===== config.mk =====
export PLATFORM = sky130hd
export DESIGN_NAME = dual_issue_pairer
export DESIGN_NICKNAME = d
export VERILOG_FILES = /design/src/rtl/pair_pkg.sv /design/src/rtl/pair_rule_unit.sv /design/src/rtl/pair_dep_unit.sv /design/src/rtl/pair_datapath.sv /design/src/rtl/pair_ctrl.sv /design/src/rtl/dual_issue_pairer.sv
export SDC_FILE = /design/constraint.sdc
export NUM_CORES = 1
export LEC_CHECK = 0
export CAP_MARGIN = 20
export CORE_MARGIN = 2
export CORE_UTILIZATION = 25
export CTS_BUF_LIST = sky130_fd_sc_hd__clkbuf_2
export CTS_CLUSTER_DIAMETER = 120
export CTS_CLUSTER_SIZE = 10
export DETAILED_ROUTE_END_ITERATION = 8
export GPL_TIMING_DRIVEN = 0
export PLACE_DENSITY_LB_ADDON = 0.3
export REMOVE_ABC_BUFFERS = 1
export SLEW_MARGIN = 20
export SYNTH_ARGS = -nofsm -noshare
export SYNTH_HDL_FRONTEND = slang
export SYNTH_SLANG_ARGS = --single-unit

===== constraint.sdc =====
create_clock -name clk -period 1.3 [get_ports clk]
set_input_delay 0.26 -clock clk [delete_from_list [all_inputs] [get_ports clk]]
set_output_delay 0.26 -clock clk [all_outputs]
set_load 0.03 [all_outputs]

===== src/rtl/pair_pkg.sv =====
package pair_pkg;
  localparam int unsigned LEN_W   = 4;
  localparam int unsigned REG_W   = 4;
  localparam int unsigned OP_W    = 3;
  localparam int unsigned PFX_W   = 2;
  localparam int unsigned NUM_SLOTS = 2;

  // Opcode classes
  localparam logic [OP_W-1:0] OP_ALU   = 3'd0;
  localparam logic [OP_W-1:0] OP_CMP   = 3'd1;
  localparam logic [OP_W-1:0] OP_JCC   = 3'd2;
  localparam logic [OP_W-1:0] OP_PUSH  = 3'd3;
  localparam logic [OP_W-1:0] OP_POP   = 3'd4;
  localparam logic [OP_W-1:0] OP_OTHER = 3'd5;

  // Prefix classes
  localparam logic [PFX_W-1:0] PFX_NONE   = 2'd0;
  localparam logic [PFX_W-1:0] PFX_VEC    = 2'd1;
  localparam logic [PFX_W-1:0] PFX_MASK   = 2'd2;
  localparam logic [PFX_W-1:0] PFX_LEGACY = 2'd3;

  // Reason bit positions
  localparam int unsigned RSN_W      = 6;
  localparam int unsigned RSN_DEP    = 0;
  localparam int unsigned RSN_DISPIM = 1;
  localparam int unsigned RSN_LEN    = 2;
  localparam int unsigned RSN_PFXD32 = 3;
  localparam int unsigned RSN_UCODE  = 4;
  localparam int unsigned RSN_MULTI  = 5;

  typedef struct packed {
    logic [LEN_W-1:0] len;
    logic             hasDisp;
    logic             disp32;
    logic             hasImm;
    logic [PFX_W-1:0] pfx;
    logic             ucode;
    logic             single;
    logic [REG_W-1:0] srcA;
    logic [REG_W-1:0] srcB;
    logic [REG_W-1:0] dst;
    logic [OP_W-1:0]  op;
  } instrDesc_t;

  typedef struct packed {
    logic dispImm;
    logic tooLong;
    logic pfxDisp32;
    logic ucode;
    logic multiCycle;
  } ruleFlags_t;

  // Strobes from control to datapath
  typedef struct packed {
    logic             grant;
    logic [RSN_W-1:0] reason;
  } ctrlStrobe_t;
endpackage


===== src/rtl/pair_rule_unit.sv =====
module pair_rule_unit
  import pair_pkg::*;
#(
  parameter int unsigned MAX_LEN = 8
) (
  input  instrDesc_t desc,
  output ruleFlags_t flags
);
  logic widePfx;

  always_comb begin
    widePfx          = (desc.pfx == PFX_VEC) || (desc.pfx == PFX_MASK);
    flags.dispImm    = desc.hasDisp && desc.hasImm;
    flags.tooLong    = (32'(desc.len) > MAX_LEN);
    flags.pfxDisp32  = widePfx && desc.hasDisp && desc.disp32;
    flags.ucode      = desc.ucode;
    flags.multiCycle = !desc.single;
  end
endmodule


===== src/rtl/pair_dep_unit.sv =====
module pair_dep_unit
  import pair_pkg::*;
(
  input  instrDesc_t older,
  input  instrDesc_t younger,
  output logic       depHit,
  output logic       exceptOk
);
  logic olderWrites;

  always_comb begin
    olderWrites = (older.dst != '0);
    depHit = olderWrites &&
             ((younger.srcA == older.dst) ||
              (younger.srcB == older.dst) ||
              (younger.dst  == older.dst));
    exceptOk = ((older.op == OP_CMP)  && (younger.op == OP_JCC))  ||
               ((older.op == OP_PUSH) && (younger.op == OP_PUSH)) ||
               ((older.op == OP_POP)  && (younger.op == OP_POP));
  end
endmodule


===== src/rtl/pair_datapath.sv =====
module pair_datapath
  import pair_pkg::*;
#(
  parameter int unsigned MAX_LEN = 8
) (
  input  logic        clk,
  input  logic        rstN,
  input  instrDesc_t  uDesc,
  input  instrDesc_t  vDesc,
  input  ctrlStrobe_t strobe,
  output ruleFlags_t  anyFlags,
  output logic        depHit,
  output logic        exceptOk,
  output logic        grantQ,
  output logic [RSN_W-1:0] reasonQ
);
  instrDesc_t slotDesc  [NUM_SLOTS];
  ruleFlags_t slotFlags [NUM_SLOTS];

  assign slotDesc[0] = uDesc;
  assign slotDesc[1] = vDesc;

  for (genvar s = 0; s < NUM_SLOTS; s++) begin : g_slot
    pair_rule_unit #(.MAX_LEN(MAX_LEN)) i_rule (
      .desc  (slotDesc[s]),
      .flags (slotFlags[s])
    );
  end

  assign anyFlags = ruleFlags_t'(slotFlags[0] | slotFlags[1]);

  pair_dep_unit i_dep (
    .older    (uDesc),
    .younger  (vDesc),
    .depHit   (depHit),
    .exceptOk (exceptOk)
  );

  always_ff @(posedge clk) begin
    if (!rstN) begin
      grantQ  <= 1'b0;
      reasonQ <= '0;
    end else begin
      grantQ  <= strobe.grant;
      reasonQ <= strobe.reason;
    end
  end
endmodule


===== src/rtl/pair_ctrl.sv =====
module pair_ctrl
  import pair_pkg::*;
(
  input  logic        bothValid,
  input  ruleFlags_t  anyFlags,
  input  logic        depHit,
  input  logic        exceptOk,
  output ctrlStrobe_t strobe
);
  always_comb begin
    strobe = '0;
    if (bothValid) begin
      if (anyFlags.ucode)                strobe.reason[RSN_UCODE]  = 1'b1;
      else if (anyFlags.multiCycle)      strobe.reason[RSN_MULTI]  = 1'b1;
      else if (anyFlags.tooLong)         strobe.reason[RSN_LEN]    = 1'b1;
      else if (anyFlags.dispImm)         strobe.reason[RSN_DISPIM] = 1'b1;
      else if (anyFlags.pfxDisp32)       strobe.reason[RSN_PFXD32] = 1'b1;
      else if (depHit && !exceptOk)      strobe.reason[RSN_DEP]    = 1'b1;
      else                               strobe.grant              = 1'b1;
    end
  end
endmodule


===== src/rtl/dual_issue_pairer.sv =====
module dual_issue_pairer
  import pair_pkg::*;
#(
  parameter int unsigned MAX_PAIR_LEN = 8
) (
  input  logic             clk,
  input  logic             rstN,
  input  logic             uValid,
  input  logic [LEN_W-1:0] uLen,
  input  logic             uHasDisp,
  input  logic             uDisp32,
  input  logic             uHasImm,
  input  logic [PFX_W-1:0] uPrefix,
  input  logic             uUcode,
  input  logic             uSingle,
  input  logic [REG_W-1:0] uSrcA,
  input  logic [REG_W-1:0] uSrcB,
  input  logic [REG_W-1:0] uDst,
  input  logic [OP_W-1:0]  uOp,
  input  logic             vValid,
  input  logic [LEN_W-1:0] vLen,
  input  logic             vHasDisp,
  input  logic             vDisp32,
  input  logic             vHasImm,
  input  logic [PFX_W-1:0] vPrefix,
  input  logic             vUcode,
  input  logic             vSingle,
  input  logic [REG_W-1:0] vSrcA,
  input  logic [REG_W-1:0] vSrcB,
  input  logic [REG_W-1:0] vDst,
  input  logic [OP_W-1:0]  vOp,
  output logic             pairGrant,
  output logic [RSN_W-1:0] pairReason
);
  instrDesc_t  uDesc, vDesc;
  ruleFlags_t  anyFlags;
  ctrlStrobe_t strobe;
  logic        depHit, exceptOk;

  assign uDesc = '{len: uLen, hasDisp: uHasDisp, disp32: uDisp32, hasImm: uHasImm,
                   pfx: uPrefix, ucode: uUcode, single: uSingle, srcA: uSrcA,
                   srcB: uSrcB, dst: uDst, op: uOp};
  assign vDesc = '{len: vLen, hasDisp: vHasDisp, disp32: vDisp32, hasImm: vHasImm,
                   pfx: vPrefix, ucode: vUcode, single: vSingle, srcA: vSrcA,
                   srcB: vSrcB, dst: vDst, op: vOp};

  pair_datapath #(.MAX_LEN(MAX_PAIR_LEN)) i_dp (
    .clk      (clk),
    .rstN     (rstN),
    .uDesc    (uDesc),
    .vDesc    (vDesc),
    .strobe   (strobe),
    .anyFlags (anyFlags),
    .depHit   (depHit),
    .exceptOk (exceptOk),
    .grantQ   (pairGrant),
    .reasonQ  (pairReason)
  );

  pair_ctrl i_ctrl (
    .bothValid (uValid && vValid),
    .anyFlags  (anyFlags),
    .depHit    (depHit),
    .exceptOk  (exceptOk),
    .strobe    (strobe)
  );
endmodule


==> flow_results.xml <==
<?xml version="1.0" encoding="UTF-8"?>
<metrics>
  <group name="run_status">
    <metric name="run_status" unit="">finished clean</metric>
  </group>
  <group name="timing">
    <metric name="post-route-min-period" unit="ps">1290</metric>
    <metric name="final_hold_viol_count" unit="">0</metric>
    <metric name="hold_ws" unit="ps">454</metric>
    <metric name="period_share" unit="%">98.9</metric>
    <metric name="maxSlewViolCount" unit="">0</metric>
    <metric name="setup_repair_after_global_routing_missed_its_margin" unit="">false</metric>
    <metric name="final-setup-viol-count" unit="">0</metric>
    <metric name="tightestPinTransition" unit="ps">314</metric>
    <metric name="maxClockFrequency" unit="MHz">778</metric>
    <metric name="relSlewSlack" unit="%">79.2</metric>
    <metric name="final.setup.tns" unit="ps">0</metric>
  </group>
  <group name="die">
    <metric name="die_width" unit="um">47.6</metric>
    <metric name="core_area" unit="sq um">1760</metric>
    <metric name="chipHeight" unit="um">47.6</metric>
    <metric name="fp.dieArea" unit="sq um">2270</metric>
    <metric name="rows" unit="">15</metric>
    <metric name="initial_core_util" unit="%">27.0</metric>
    <metric name="ioPinCount" unit="">63</metric>
  </group>
  <group name="cts">
    <metric name="cts_made_buffers" unit="">3</metric>
    <metric name="cts.hold.buffers_added" unit="">0</metric>
    <metric name="cts.sinks" unit="">7</metric>
    <metric name="max-clock-path-buffers" unit="">2</metric>
    <metric name="tritoncts" unit="">done</metric>
    <metric name="clkTransAtPathRegs" unit="ps">70</metric>
    <metric name="h-tree-depth" unit="">1</metric>
    <metric name="clock-root-buffer" unit="">clkbuf_2</metric>
  </group>
  <group name="setup_path">
    <metric name="cp_data_arrival_time" unit="ps">1470</metric>
    <metric name="cpPeakStageDelay" unit="ps">420</metric>
    <metric name="worstPathCellList" unit="">clkdlybuf4s50_1 -&gt; xor2_1 -&gt; and3_1 -&gt; nand4bb_1 -&gt; and4b_1</metric>
    <metric name="endpoint_kind" unit="">register</metric>
    <metric name="critical_setup_path_kind" unit="">primary input to register</metric>
    <metric name="worst_setup_path_start_kind" unit="">primary input</metric>
    <metric name="path_max_fanout" unit="">2</metric>
    <metric name="worstPathRequired" unit="ps">1490</metric>
    <metric name="slowest_stage" unit="">clkdlybuf4s50_1</metric>
  </group>
  <group name="finish">
    <metric name="layout.nets" unit="">176</metric>
    <metric name="layout.filler_cells" unit="">174</metric>
    <metric name="syn_to_final_growth" unit="%">139</metric>
    <metric name="layout.cells.non_filler" unit="">144</metric>
    <metric name="utilization" unit="%">64.3</metric>
    <metric name="mostFrequentLayoutCell" unit="">clkdlybuf4s50_1</metric>
    <metric name="mostFrequentLayoutCells" unit="">30 x clkdlybuf4s50_1, 22 x dlygate4sd2_1, 13 x xnor2_1</metric>
    <metric name="drive_above_1_share" unit="%">14.3</metric>
    <metric name="register_area" unit="sq um">140</metric>
    <metric name="insertedDiodeCount" unit="">0</metric>
    <metric name="multi_input_comb_area" unit="sq um">369</metric>
  </group>
  <group name="yosys">
    <metric name="post-synth-top-area-fraction" unit="%">29.5</metric>
    <metric name="synth_sequential_area_ratio" unit="%">29.5</metric>
    <metric name="netlist.top_cell.by_area" unit="">dfxtp_1</metric>
    <metric name="share_of_the_synthesized_area_in_compound_gates_ao_oa_aoi_oai" unit="%">9.74</metric>
    <metric name="syn-instance-count" unit="">54</metric>
    <metric name="synth.cell_area" unit="sq um">475</metric>
    <metric name="synth_fa_ha_area_share" unit="%">0</metric>
    <metric name="synth_top_family_by_area" unit="">simple AND/OR/NAND/NOR gates</metric>
    <metric name="netlist_top_cells_area" unit="">dfxtp_1 29%, xnor2_1 24%, nand4_1 6.6%</metric>
    <metric name="avg_synthesized_cell_area" unit="sq um">8.80</metric>
    <metric name="synth_cell_type_count" unit="">20</metric>
    <metric name="ys_seq_elements" unit="">7</metric>
    <metric name="synth_simple_gate_area_share" unit="%">32.4</metric>
    <metric name="yosys_warnings" unit="">0</metric>
    <metric name="synth_xor_xnor_area_share" unit="%">27.6</metric>
    <metric name="proportion_of_synthesized_area_in_mux_cells" unit="%">0</metric>
  </group>
  <group name="hold_path">
    <metric name="hold_path_end" unit="">i_dp.reasonQ[2]</metric>
    <metric name="hold_path_startpoint" unit="">uLen[1]</metric>
    <metric name="worst_hold_stages" unit="">3</metric>
    <metric name="hold_path_class" unit="">primary input to register</metric>
  </group>
  <group name="routing">
    <metric name="drt_drc_violations_left" unit="">0</metric>
    <metric name="routed_wirelength" unit="mm">1.61</metric>
    <metric name="routed-via-count" unit="">655</metric>
    <metric name="routed_wire_per_std_cell" unit="um">11.2</metric>
    <metric name="detail-route-antenna-nets" unit="">0</metric>
    <metric name="detail_route.vias_per_cell" unit="">4.55</metric>
    <metric name="first_iter_violations" unit="">3</metric>
    <metric name="firstDrtPassIters" unit="">3</metric>
  </group>
  <group name="pwr">
    <metric name="max_ir_drop_vdd" unit="mV">0.417</metric>
    <metric name="cellLeakagePower" unit="nW">0.500</metric>
    <metric name="cellPowerDensity" unit="nW/um^2">558</metric>
    <metric name="tot_pwr" unit="mW">0.634</metric>
  </group>
  <group name="global_routing">
    <metric name="pin_count_of_the_biggest_net_entering_global_routing" unit="">5</metric>
    <metric name="first_global_vias" unit="">610</metric>
    <metric name="overflow" unit="">0</metric>
    <metric name="antenna_found_initial" unit="">0</metric>
    <metric name="grt_usage" unit="%">14.7</metric>
    <metric name="grt_first_pass_wirelength" unit="mm">2.28</metric>
  </group>
  <group name="placement">
    <metric name="dpl.cell_count" unit="">133</metric>
    <metric name="dp.final_hpwl" unit="mm">1.35</metric>
    <metric name="gp_congestion" unit="">0.675</metric>
    <metric name="io_port_bufs" unit="">54</metric>
  </group>
  <group name="flow_run">
    <metric name="maxCapViolCount" unit="">0</metric>
  </group>
</metrics>
-- worst max-delay path, delay by kind of cell --
family | cells | cell delay [ps]
XOR/XNOR | 1 | 160
AND/OR/NAND/NOR | 3 | 630
buffers and inverters | 1 | 420
-- final cells by class --
cell class / count / share of cell area [%]
Timing Repair Buffer: 61 / 50.3
Multi-Input combinational cell: 46 / 32.5
Sequential cell: 7 / 12.3
Tap cell: 25 / 2.76
Clock buffer: 4 / 1.76
Inverter: 1 / 0.331
-- how the worst max path moves through the flow --
stage	start	slack, ps	endpoint	depth (start not counted)
2_1_floorplan	uHasImm	130	i_dp.reasonQ[0]	4
3_3_place_gp	uHasImm	-380	i_dp.reasonQ[0]	5
3_5_place_dp	uHasImm	-410	i_dp.reasonQ[0]	5
4_1_cts	vUcode	4	i_dp.reasonQ[0]	5
5_1_grt	uDst[0]	20	i_dp.reasonQ[0]	5
6_report	uPrefix[1]	10	i_dp.reasonQ[0]	5
-- through the flow --
step                setup slack [ps]  area [sq um]
CTS                             4.08          1120
detailed placement              -412          1050
global route                    15.9          1130
global placement                -381          1050
finish                          14.2          1130
floorplan                        130           475
-- timing repair --
item | CTS | global route
pin swaps | 9 | 3
endpoints found under the setup margin | 9 | 1
buffers inserted | 6 | 1
gates resized for setup | 28 | 3
-- power by group --
group,internal (mW),switching [mW],leakage (nW)
clock network,0.0817,0.0813,0.0166
registers,0.216,0.000298,0.0565
logic,0.169,0.0850,0.427
total,0.467,0.167,0.500
-- cells by family (layout without fill, tap and decap cells) --
| family | count (synthesis) | after routing |
|---|---|---|
| XOR/XNOR | 15 | 15 |
| AND/OR/NAND/NOR | 24 | 24 |
| flip-flops | 7 | 7 |
| buffers and inverters | 1 | 66 |
| AO/OA/AOI/OAI | 7 | 7 |
-- Yosys cell counts, drive strengths merged --
| library cell | number |
|---|---|
| nand4 | 5 |
| nor4 | 2 |
| and2 | 1 |
| nand3 | 2 |
| and3 | 3 |
| xor2 | 2 |
| nor2 | 3 |
| nor4b | 2 |
| nor3b | 1 |
| dfxtp | 7 |
| and4b | 1 |
| nand2 | 3 |
| a22o | 1 |
| a21oi | 2 |
| nand4bb | 1 |
| inv | 1 |
| o31ai | 2 |
| a31oi | 2 |
| xnor2 | 13 |
-- registers in the layout, indices dropped and copies added (netlist names) --
signal	count
i_dp.grantQ	1
i_dp.reasonQ	6
-- layer usage --
metal | wire (um) | global-route usage, %
met2 | 912 | 29.2
met3 | 139 | 6.79
met1 | 555 | 12.8
met4 | 0 | 4.86
met5 | 0 | 0
Note: power is estimated with default switching activity, not from simulation.
